<file path="src/rtl/alu_pkg.sv">
package alu_pkg;

  typedef enum logic [3:0] {
    OP_AND = 4'b0000,
    OP_OR  = 4'b0001,
    OP_ADD = 4'b0010,
    OP_SUB = 4'b0110,
    OP_SLT = 4'b0111,
    OP_NOR = 4'b1100,
    OP_EQ  = 4'b1111
  } alu_op_e;

  typedef struct packed {
    logic known;
    logic do_sub;
    logic keep_carry;
    logic keep_ovf;
  } alu_ctl_t;

  function automatic alu_ctl_t alu_decode(input logic [3:0] code);
    alu_ctl_t c;
    c = '0;
    unique case (code)
      OP_AND, OP_OR, OP_NOR, OP_EQ: c.known = 1'b1;
      OP_ADD: begin
        c.known      = 1'b1;
        c.keep_carry = 1'b1;
        c.keep_ovf   = 1'b1;
      end
      OP_SUB: begin
        c.known    = 1'b1;
        c.do_sub   = 1'b1;
        c.keep_ovf = 1'b1;
      end
      OP_SLT: begin
        c.known  = 1'b1;
        c.do_sub = 1'b1;
      end
      default: c = '0;
    endcase
    return c;
  endfunction

endpackage

</file>
<file path="src/rtl/alu_addsub.sv">
module alu_addsub #(
  parameter int WIDTH = 32
) (
  input  logic [WIDTH-1:0] a,
  input  logic [WIDTH-1:0] b,
  input  logic             sub,
  output logic [WIDTH-1:0] sum,
  output logic             cout,
  output logic             ovf
);
  localparam int MSB = WIDTH - 1;

  logic [WIDTH-1:0] b_eff;

  always_comb begin
    b_eff       = sub ? ~b : b;
    {cout, sum} = {1'b0, a} + {1'b0, b_eff} + {{WIDTH{1'b0}}, sub};
    ovf         = (a[MSB] == b_eff[MSB]) && (sum[MSB] != a[MSB]);
  end

  always_comb begin
    if (sub) begin

      sub_overflow_chk: assert (ovf == ((a[MSB] != b[MSB]) && (sum[MSB] != a[MSB])))
        else $error("subtract overflow mismatch");
    end else begin

      add_overflow_chk: assert (ovf == ((a[MSB] == b[MSB]) && (sum[MSB] != a[MSB])))
        else $error("add overflow mismatch");
    end
  end

endmodule

</file>
<file path="src/rtl/alu_bitwise.sv">
module alu_bitwise #(
  parameter int WIDTH = 32
) (
  input  logic [WIDTH-1:0] a,
  input  logic [WIDTH-1:0] b,
  output logic [WIDTH-1:0] and_v,
  output logic [WIDTH-1:0] or_v,
  output logic [WIDTH-1:0] nor_v
);
  for (genvar i = 0; i < WIDTH; i++) begin : g_bit
    assign and_v[i] = a[i] & b[i];
    assign or_v[i]  = a[i] | b[i];
    assign nor_v[i] = ~(a[i] | b[i]);
  end

  always_comb begin

    nor_invert_chk: assert ((nor_v ^ or_v) == {WIDTH{1'b1}})
      else $error("NOR is not the inverse of OR");
  end

endmodule

</file>
<file path="src/rtl/alu_compare.sv">
module alu_compare #(
  parameter int WIDTH = 32
) (
  input  logic [WIDTH-1:0] a,
  input  logic [WIDTH-1:0] b,
  input  logic             diff_msb,
  input  logic             diff_ovf,
  output logic             less,
  output logic             equal
);
  always_comb begin
    less  = diff_msb ^ diff_ovf;
    equal = ~|(a ^ b);
  end

endmodule

</file>
<file path="src/rtl/flag_alu.sv">
module flag_alu
  import alu_pkg::*;
#(
  parameter int WIDTH = 32
) (
  input  logic [WIDTH-1:0] opnd_a,
  input  logic [WIDTH-1:0] opnd_b,
  input  logic [3:0]       op_sel,
  output logic [WIDTH-1:0] result,
  output logic             carry_out,
  output logic             zero,
  output logic             overflow
);
  localparam int HI_BITS = WIDTH - 1;

  alu_ctl_t         ctl;
  logic [WIDTH-1:0] as_sum;
  logic             as_cout;
  logic             as_ovf;
  logic [WIDTH-1:0] and_v, or_v, nor_v;
  logic             less, equal;

  assign ctl = alu_decode(op_sel);

  alu_addsub #(.WIDTH(WIDTH)) u_addsub (
    .a(opnd_a), .b(opnd_b), .sub(ctl.do_sub),
    .sum(as_sum), .cout(as_cout), .ovf(as_ovf)
  );

  alu_bitwise #(.WIDTH(WIDTH)) u_bitwise (
    .a(opnd_a), .b(opnd_b),
    .and_v(and_v), .or_v(or_v), .nor_v(nor_v)
  );

  alu_compare #(.WIDTH(WIDTH)) u_compare (
    .a(opnd_a), .b(opnd_b),
    .diff_msb(as_sum[WIDTH-1]), .diff_ovf(as_ovf),
    .less(less), .equal(equal)
  );

  always_comb begin
    unique case (op_sel)
      OP_AND:  result = and_v;
      OP_OR:   result = or_v;
      OP_NOR:  result = nor_v;
      OP_ADD,
      OP_SUB:  result = as_sum;
      OP_SLT:  result = {{HI_BITS{1'b0}}, less};
      OP_EQ:   result = {{HI_BITS{1'b0}}, equal};
      default: result = '0;
    endcase
    carry_out = ctl.keep_carry & as_cout;
    overflow  = ctl.keep_ovf & as_ovf;
    zero      = ~|result;
  end

  always_comb begin

    zero_flag_chk: assert (zero == (result == '0))
      else $error("zero flag disagrees with result");

    no_overflow_chk: assert (!overflow || op_sel == OP_ADD || op_sel == OP_SUB)
      else $error("overflow raised outside add/subtract");

    no_carry_chk: assert (!carry_out || op_sel == OP_ADD)
      else $error("carry raised outside add");

    slt_signed_chk: assert (op_sel != OP_SLT ||
                            result == {{HI_BITS{1'b0}}, ($signed(opnd_a) < $signed(opnd_b))})
      else $error("signed less-than wrong");

    eq_result_chk: assert (op_sel != OP_EQ ||
                           result == {{HI_BITS{1'b0}}, (opnd_a == opnd_b)})
      else $error("equality wrong");

    unmapped_zero_chk: assert (ctl.known || (result == '0 && !carry_out && !overflow && zero))
      else $error("unmapped code produced nonzero outputs");
  end

endmodule

</file>
<file path="config.mk">
export PLATFORM = sky130hd
export DESIGN_NAME = flag_alu
export DESIGN_NICKNAME = d
export VERILOG_FILES = /design/src/rtl/alu_pkg.sv /design/src/rtl/alu_addsub.sv /design/src/rtl/alu_bitwise.sv /design/src/rtl/alu_compare.sv /design/src/rtl/flag_alu.sv
export SDC_FILE = /design/constraint.sdc
export NUM_CORES = 1
export LEC_CHECK = 0
export ABC_AREA = 0
export BUFFER_PORTS_ARGS = -buffer_cell sky130_fd_sc_hd__buf_2
export CAP_MARGIN = 20
export CORE_MARGIN = 2
export CORE_UTILIZATION = 40
export DETAILED_ROUTE_END_ITERATION = 8
export SYNTH_ARGS = -nofsm -noshare
export SYNTH_HDL_FRONTEND = slang
export SYNTH_HIERARCHICAL = 1
export SYNTH_SLANG_ARGS = --single-unit
</file>
<file path="constraint.sdc">
create_clock -name vclk -period 5.3
set_clock_uncertainty 0.2 [all_clocks]
set_input_delay 0.265 -clock vclk [all_inputs]
set_output_delay 0.265 -clock vclk [all_outputs]
set_load 0.005 [all_outputs]
</file>
==> out/metrics.cfg, run 1 <==
[run_status]
outcome = complete, no violations

[place]
dp_hpwl_um = 14800
routabilityCongestion = 1.04
io_buffers = 103
dpl.cell_count = 875

[power]
p_sw_uw = 400
combinationalPowerShare_pct = 100.0
ir_drop_mv = 0.0492
power.clock.fraction_pct = 0
p_int_uw = 260
powerDensity_nw_per_um2 = 131
leakage_uw = 0.00230
power_frac_seq_pct = 0
netSwitchingFraction_pct = 60.7

[timing]
hold_viol_final = 0
worst_pin_slew_ns = 0.902
fmax_mhz = 196
post-route-period-util_pct = 96.5
setup_viol = 0
final_max_slew_viol_count = 0
slew_headroom_pct = 39.4
rsz0062_at_grt = no
final.setup.tns_ns = 0
fin_crit_ns = 5.11

[run]
cap_viol_max_count = 0

[cells_and_area]
utilization_pct = 46.8
syn2layout_area_growth_pct = 14.4
drive_above_1_share_pct = 23.7
multi_input_comb_area_um2 = 4200
seq_cells = 0
clkbuf_count = 0
stdcell_count = 875
diodes = 0
nNetsFinal = 837
n_fill_cell = 1170
seqCellArea_um2 = 0

[yosys]
synth_fp_nets = 753
synthCells = 653
ys_types = 70
syn-mean-instance-area_um2 = 6.76
yosys.area.top_type = xor2_1
synth_top_area_share_pct = 14.3
synth_area_leaders = xor2_1, ha_1, nor2_1
yosys_warnings = 6
syn-cell-area_um2 = 4410
yosysMostFrequentCell = xor2_1
synth_seq_area_share_pct = 0
synthTopCellsByCount = xor2_1, nor2_1, o21ai_0

[floorplan]
fp-row-count = 38
coreArea_um2 = 10800
start_util_pct = 40.9
die_width_um = 109
die_area_um2 = 11900
dieHeight_um = 109
pin_count = 103

[critical_path]
cp.buffers_inverters = 3
cp_data_arrival_time_ns = 4.65
cp-end-kind = primary output
cp_slowest_stage_delay_ns = 0.37
critPathSlowestCell = nor4_2
path_cells = buf_2 -> nand2_1 -> nor2_4 -> buf_4 -> xor2_1 -> ha_1 -> a211oi_2 -> o211ai_1 -> a221oi_2 -> o211a_1 -> nor3_2 -> and2_1 -> o21ai_1 -> a221oi_1 -> and3b_1 -> o21ai_0 -> and4_1 -> nor4b_2 -> nand4b_1 -> nor4_2 -> buf_2
path_max_fanout = 14
worst-endpoint-required_ns = 4.84
startpoint_type = primary input
cp_top_family = simple AND/OR/NAND/NOR gates
cp_common_cell = buf_2
worstSetupPathType = in2out

[drt]
drcViolationCount = 0
via_count = 5518
wire_per_inst_um = 21.7
drt-initial-drc-count = 608
drt-total-wl_um = 18900
via_per_inst = 6.31
ant_nets = 0
firstDrtPassIters = 6

[worst_hold_path]
hp-class = in2out

[global_routing]
grt_pass1_wl_um = 28600
grt_pass1_vias = 5081
grtUsageTotal_pct = 31.2
antenna_found_initial = 1
grt_max_degree = 57
gr-total-overflow = 0

[clock_network]
post_cts_resized = 0
cts_hold_buf = 0
post-cts-setup-buffers = 0

==> cell usage in the layout (no fill, tap or decap), drive strengths merged, types with 8 or more instances in the layout <==
cell    count
buf       116
xor2       72
nor2       69
o21ai      55
a21oi      49
and2       37
nand2      34
or2        32
ha         31
a22oi      22
nand3      22
xnor2      19
nor4       16
inv        14
a21o        9
and3        8
a211oi      8
==> per-stage QoR <==
step	worst slack, ns	power [uW]	hold slack [ns]	cell area, um^2
2_1_floorplan	0.406	426	0.477	4410
3_3_place_gp	0.285	637	0.744	5040
3_5_place_dp	0.171	638	0.762	5040
4_1_cts	0.142	642	0.764	5040
5_1_grt	0.0543	714	0.785	5050
6_report	0.186	660	0.764	5050
==> power by group through the flow <==
stage / clock network (uW) / logic (uW) / registers [uW]
4_1_cts: 0 / 642 / 0
3_5_place_dp: 0 / 638 / 0
2_1_floorplan: 0 / 426 / 0
3_3_place_gp: 0 / 637 / 0
6_report: 0 / 660 / 0
5_1_grt: 0 / 714 / 0
==> metal layers <==
layer	share of wire, %	vias to the layer above	global-route usage, %
met5	0	-	0
met1	42	2597	42.5
met3	9.6	45	4.60
met4	2.4	0	5.95
li1	-	2562	-
met2	46	314	52.4
==> cell type report <==
type | instances | share of cell area, %
inverters | 15 | 1.12
well taps | 140 | 3.47
repair buffers | 116 | 12.1
multi-input cells | 604 | 83.3
==> logic make-up (layout without fill, tap and decap cells) <==
group	Yosys count	count (layout)	share of synthesized area (%)
and+or+nand+nor	276	276	35.8
buffers and inverters	49	131	5.25
muxes	5	5	1.42
adders and majority gates	32	32	9.25
xor gates and xnor gates	91	91	18.1
AOI/OAI and AO/OA	200	200	30.2
==> final timing paths <==
check | to | from | depth (start not counted) | slack, ns
hold / removal | result[14] | opnd_a[14] | 5 | 0.76
setup / recovery | zero | op_sel[2] | 21 | 0.19
Power figures use the tool's default switching activity.
==> run 2: changes to the inputs <==
--- a/config.mk
+++ b/config.mk
@@ -10,6 +10,7 @@
 export CAP_MARGIN = 20
 export CORE_MARGIN = 2
-export CORE_UTILIZATION = 40
+export CORE_UTILIZATION = 58
 export DETAILED_ROUTE_END_ITERATION = 8
+export PLACE_DENSITY = 0.85
 export SYNTH_ARGS = -nofsm -noshare
 export SYNTH_HDL_FRONTEND = slang
==> constraint.sdc (replaced) <==
create_clock -name vclk -period 5.3
set_clock_uncertainty 0.2 [all_clocks]
set_input_delay 0.53 -clock vclk [all_inputs]
set_output_delay 0.53 -clock vclk [all_outputs]
set_load 0.005 [all_outputs]
==> run 2 against run 1 <==
Global-route usage is 9.1 points higher. Sequential share of layout area stayed put. Non-clock buffer count is 42 higher. Critical path depth is 1 higher. Cell count is 0.11% higher. Design area is 13% higher. Wire length is 1.6% lower. Hold slack better by 0.54 ns. Combinational power is 19% higher. Largest cell class unchanged. Die area is 30% lower. Sequential cell count stayed put. Power is 19% higher.
==> out/metrics.cfg, run 2 (synthesized netlist as in run 1, its figures left out) <==
[drt]
wire_per_inst_um = 21.3
drt-total-wl_um = 18600
via_count = 5883
firstDrtPassIters = 6
via_per_inst = 6.72
drcViolationCount = 0
ant_nets = 0
drt-initial-drc-count = 689

[cells_and_area]
n_fill_cell = 586
drive_above_1_share_pct = 32.6
seqCellArea_um2 = 0
diodes = 0
stdcell_count = 876
clkbuf_count = 0
syn2layout_area_growth_pct = 28.9
utilization_pct = 78.0
layout_commonest_cell = buf_2
final_area_um2 = 5690
seq_cells = 0
final_cell_mix = buf_2, nor2_1, xor2_1
nNetsFinal = 879

[timing]
final_max_slew_viol_count = 0
worst_slack_ns = 0.0268
rsz0062_at_grt = yes
worst_pin_slew_ns = 0.852
hold_viol_final = 0
post-route-period-util_pct = 99.5
setup_viol = 0
fmax_mhz = 190
slew_headroom_pct = 43.1
fin_crit_ns = 5.27

[floorplan]
pin_count = 103
start_util_pct = 60.5
die_area_um2 = 8320
coreArea_um2 = 7290
die_width_um = 91.2
fp-row-count = 31
dieHeight_um = 91.2

[critical_path]
worstSetupPathType = in2out
cp-end-kind = primary output
critPathLaunch = op_sel[1]
cp_data_arrival_time_ns = 4.54
cp_common_cell = buf_4
path_max_fanout = 4
critPathSlowestCell = or4_4
path_cells = buf_8 -> nand2_4 -> nor2_4 -> buf_12 -> buf_4 -> xor2_2 -> ha_2 -> nor2_1 -> o21ai_0 -> buf_4 -> o211ai_4 -> buf_6 -> nand4_1 -> a41oi_2 -> xnor2_2 -> or4_4 -> o31ai_4 -> o21ai_2 -> nor4_1 -> nand4b_1 -> nor4_2 -> buf_2
worst-endpoint-required_ns = 4.57
cp_slowest_stage_delay_ns = 0.44
startpoint_type = primary input

[power]
leakage_uw = 0.00260
fin_total_pwr_uw = 788
powerDensity_nw_per_um2 = 139
ir_drop_mv = 0.0787

[worst_hold_path]
hp-class = in2out
hold_start = opnd_a[10]
holdPathEnd = result[10]
whs_path_depth = 5

[place]
place_ws_ns = -0.177
dpl.cell_count = 853
io_buffers = 103
post_dp_cell_area_um2 = 5150
dp_hpwl_um = 13800
routabilityCongestion = 1.07

[global_routing]
grt_pass1_wl_um = 27000
grt_pass1_vias = 5207
grtUsageTotal_pct = 40.3
grt_max_degree = 57
gr-total-overflow = 0
antenna_found_initial = 0

[clock_network]
cts_hold_buf = 0

[run_status]
outcome = complete, no violations

[run]
cap_viol_max_count = 0

[run 2: cell types whose count changed in the layout (fill, tap and decap cells not counted), sizes merged]
cell    previous run  this run
clkbuf             0         2
buf              116       156
[run 2: timing repair]
action,CTS,global route
setup endpoints to repair,1,1
gates resized for setup,18,52
gates cloned,0,2
buffers inserted,13,8
pin swaps,24,31
hold endpoints to repair,0,0
[run 2: area by class of cell]
| class | instances | area (um^2) | share of cell area (%) |
|---|---|---|---|
| inverters | 15 | 56.3 | 0.990 |
| multi-input cells | 604 | 4460 | 78.4 |
| well taps | 99 | 124 | 2.18 |
| repair buffers | 158 | 1050 | 18.4 |
[run 2: where the power goes]
group	internal (uW)	switching, uW
logic	336	451
registers	0	0
clock network	0	0
[run 2: critical path: cells and delay by family]
family,cells,cell delay (ns)
buf+inv,6,0.84
compound gates,5,0.90
xor+xnor,2,0.27
simple gates,8,1.67
fa+ha+maj,1,0.32
[run 2: how the worst max path moves through the flow]
stage          depth (start not counted)  slack, ns  endpoint
3_3_place_gp                          21     -0.002      zero
4_1_cts                               22      0.005      zero
5_1_grt                               22      -0.13      zero
2_1_floorplan                         23       0.04      zero
6_report                              22       0.03      zero
3_5_place_dp                          21      -0.18      zero
[run 2: metrics by stage]
step	TNS [ns]	hold WS (ns)
6_report	0	1.31
5_1_grt	-0.134	1.35
4_1_cts	0	1.29
3_5_place_dp	-0.177	1.29
3_3_place_gp	-0.00219	1.30
2_1_floorplan	0	1.01
[run 2: metal layers]
metal	vias to the layer above	global-route usage, %	wire length, um
met5	-	0	0
met4	0	17.4	1010
met3	90	8.63	2320
met2	497	65.7	8240
met1	2649	51.1	7080
li1	2647	-	-
==> run 3: changes to the inputs <==
- CORE_ASPECT_RATIO: unset -> 0.75
- CORE_UTILIZATION: 58 -> 45
- PLACE_DENSITY: 0.85 -> 0.69
==> run 3 against run 2 <==
Non-clock buffer count increased by 13. First-iteration DRC count increased by 12%. Combinational power decreased by 3.3%. The flow now finishes with violations (setup timing). Sequential cell count unchanged. Via count decreased by 0.42%. Count of clock-buffer cells in the layout unchanged. Cell count increased by 5.3%. Largest cell class unchanged.
==> out/metrics.cfg, run 3 (synthesized netlist as in run 1, its figures left out) <==
[floorplan]
coreArea_um2 = 9580
pin_count = 103
die_width_um = 118
dieHeight_um = 89.8
die_area_um2 = 10600
fp-row-count = 31
start_util_pct = 46.0

[cells_and_area]
final_cell_mix = buf_2, xor2_1, nor2_1
seq_cells = 0
syn2layout_area_growth_pct = 26.1
clkbuf_count = 0
n_fill_cell = 967
diodes = 0
multi_input_comb_area_um2 = 4300
nNetsFinal = 892
layout_commonest_cell = buf_2
drive_above_1_share_pct = 30.4
seqCellArea_um2 = 0

[timing]
final.setup.tns_ns = -0.0130
hold_viol_final = 0
final_max_slew_viol_count = 0
slew_headroom_pct = 46.4
worst_slack_ns = -0.0130
setup_viol = 1
fmax_mhz = 188
worst_pin_slew_ns = 0.798
rsz0062_at_grt = yes
post-route-period-util_pct = 100
fin_crit_ns = 5.31

[global_routing]
antenna_found_initial = 0
grtUsageTotal_pct = 33.3
grt_pass1_wl_um = 28500
grt_pass1_vias = 5061
gr-total-overflow = 0
grt_max_degree = 57

[drt]
drt-total-wl_um = 18800
firstDrtPassIters = 6
drcViolationCount = 0
via_count = 5858
drt-initial-drc-count = 771
wire_per_inst_um = 20.4
via_per_inst = 6.35
ant_nets = 0

[power]
ir_drop_mv = 0.0585
p_sw_uw = 437
leakage_uw = 0.00260
power.clock.fraction_pct = 0
power_frac_seq_pct = 0
p_int_uw = 325
fin_total_pwr_uw = 762
powerDensity_nw_per_um2 = 137
combinationalPowerShare_pct = 100.0
netSwitchingFraction_pct = 57.4

[place]
io_buffers = 103
dp_hpwl_um = 15000
routabilityCongestion = 1.01

[run_status]
outcome = complete, but fails checks
violations = setup timing

[critical_path]
cp-end-kind = primary output
path_max_fanout = 12
worst-endpoint-required_ns = 4.57
worstSetupPathType = in2out
path_cells = buf_2 -> nand2_1 -> nor2_4 -> buf_12 -> buf_4 -> xor2_1 -> ha_1 -> a21oi_1 -> o21a_1 -> nor2_1 -> a211oi_1 -> buf_4 -> a21oi_1 -> o22ai_2 -> mux2_1 -> xor2_1 -> mux2i_1 -> nor2_1 -> a31o_2 -> o22ai_2 -> o211ai_1 -> nor4_2 -> buf_2
cp_data_arrival_time_ns = 4.58
critPathSlowestCell = mux2_1
startpoint_type = primary input
cp_slowest_stage_delay_ns = 0.38

[worst_hold_path]
hp-class = in2out

[run]
cap_viol_max_count = 0

[clock_network]
cts_hold_buf = 0

[run 3: changes by cell type in the layout (fill, tap and decap cells not counted), moves of 4 or more]
cell     previous run  this run
xor2_1             66        70
o21ai_2             7         2
o21ai_1             5         9
buf_6               6         1
a21oi_1            41        45
ha_1               27        31
a21oi_2             8         4
buf_4              45        65
[run 3: area by class of cell]
class              instances  area share [%]
repair buffers           171            18.7
multi-input cells        604            77.3
inverters                 15            1.01
well taps                132            2.97
[run 3: path summary, 6_finish.rpt]
kind | to | slack, ns | depth (start not counted) | startpoint
max | zero | -0.01 | 23 | op_sel[2]
min | result[9] | 1.35 | 5 | opnd_a[9]
[run 3: metrics by stage]
step	area [um^2]	setup slack (ns)	hold WS (ns)	util, %	instances
6_report	5560	-0.0130	1.35	58.1	922
5_1_grt	5560	-0.208	1.39	58.1	922
4_1_cts	5500	0.0148	1.35	57.5	920
3_5_place_dp	5450	-0.144	1.35	56.8	920
3_3_place_gp	5450	-0.118	1.34	56.8	920
2_1_floorplan	4420	0.0439	1.01	-	653
[run 3: critical path, delay by kind of cell]
family / cells / cell delay [ns]
muxes: 2 / 0.54
xor gates and xnor gates: 2 / 0.37
and+or+nand+nor: 5 / 0.60
adders and majority gates: 1 / 0.30
buffers and inverters: 5 / 0.77
AOI/OAI and AO/OA: 8 / 1.48
[run 3: power by group through the flow]
stage | clock, uW | combinational [uW] | sequential, uW
2_1_floorplan | 0 | 428 | 0
3_5_place_dp | 0 | 708 | 0
4_1_cts | 0 | 724 | 0
5_1_grt | 0 | 811 | 0
3_3_place_gp | 0 | 704 | 0
6_report | 0 | 762 | 0
[run 3: what timing repair did]
item | CTS | global route
gates resized for setup | 14 | 10
buffers inserted | 0 | 1
pin swaps | 4 | 4
endpoints found under the setup margin | 1 | 2
[run 3: routing by layer]
layer  track usage, %  up-vias  wire length [um]  share of wire, %
li1                 -     2671                 -                 -
met4             5.72        0               461               2.5
met2             49.4      418              7600                40
met1             51.4     2724              8250                44
met3             3.87       45              2470                13
met5                0        -                 0                 0
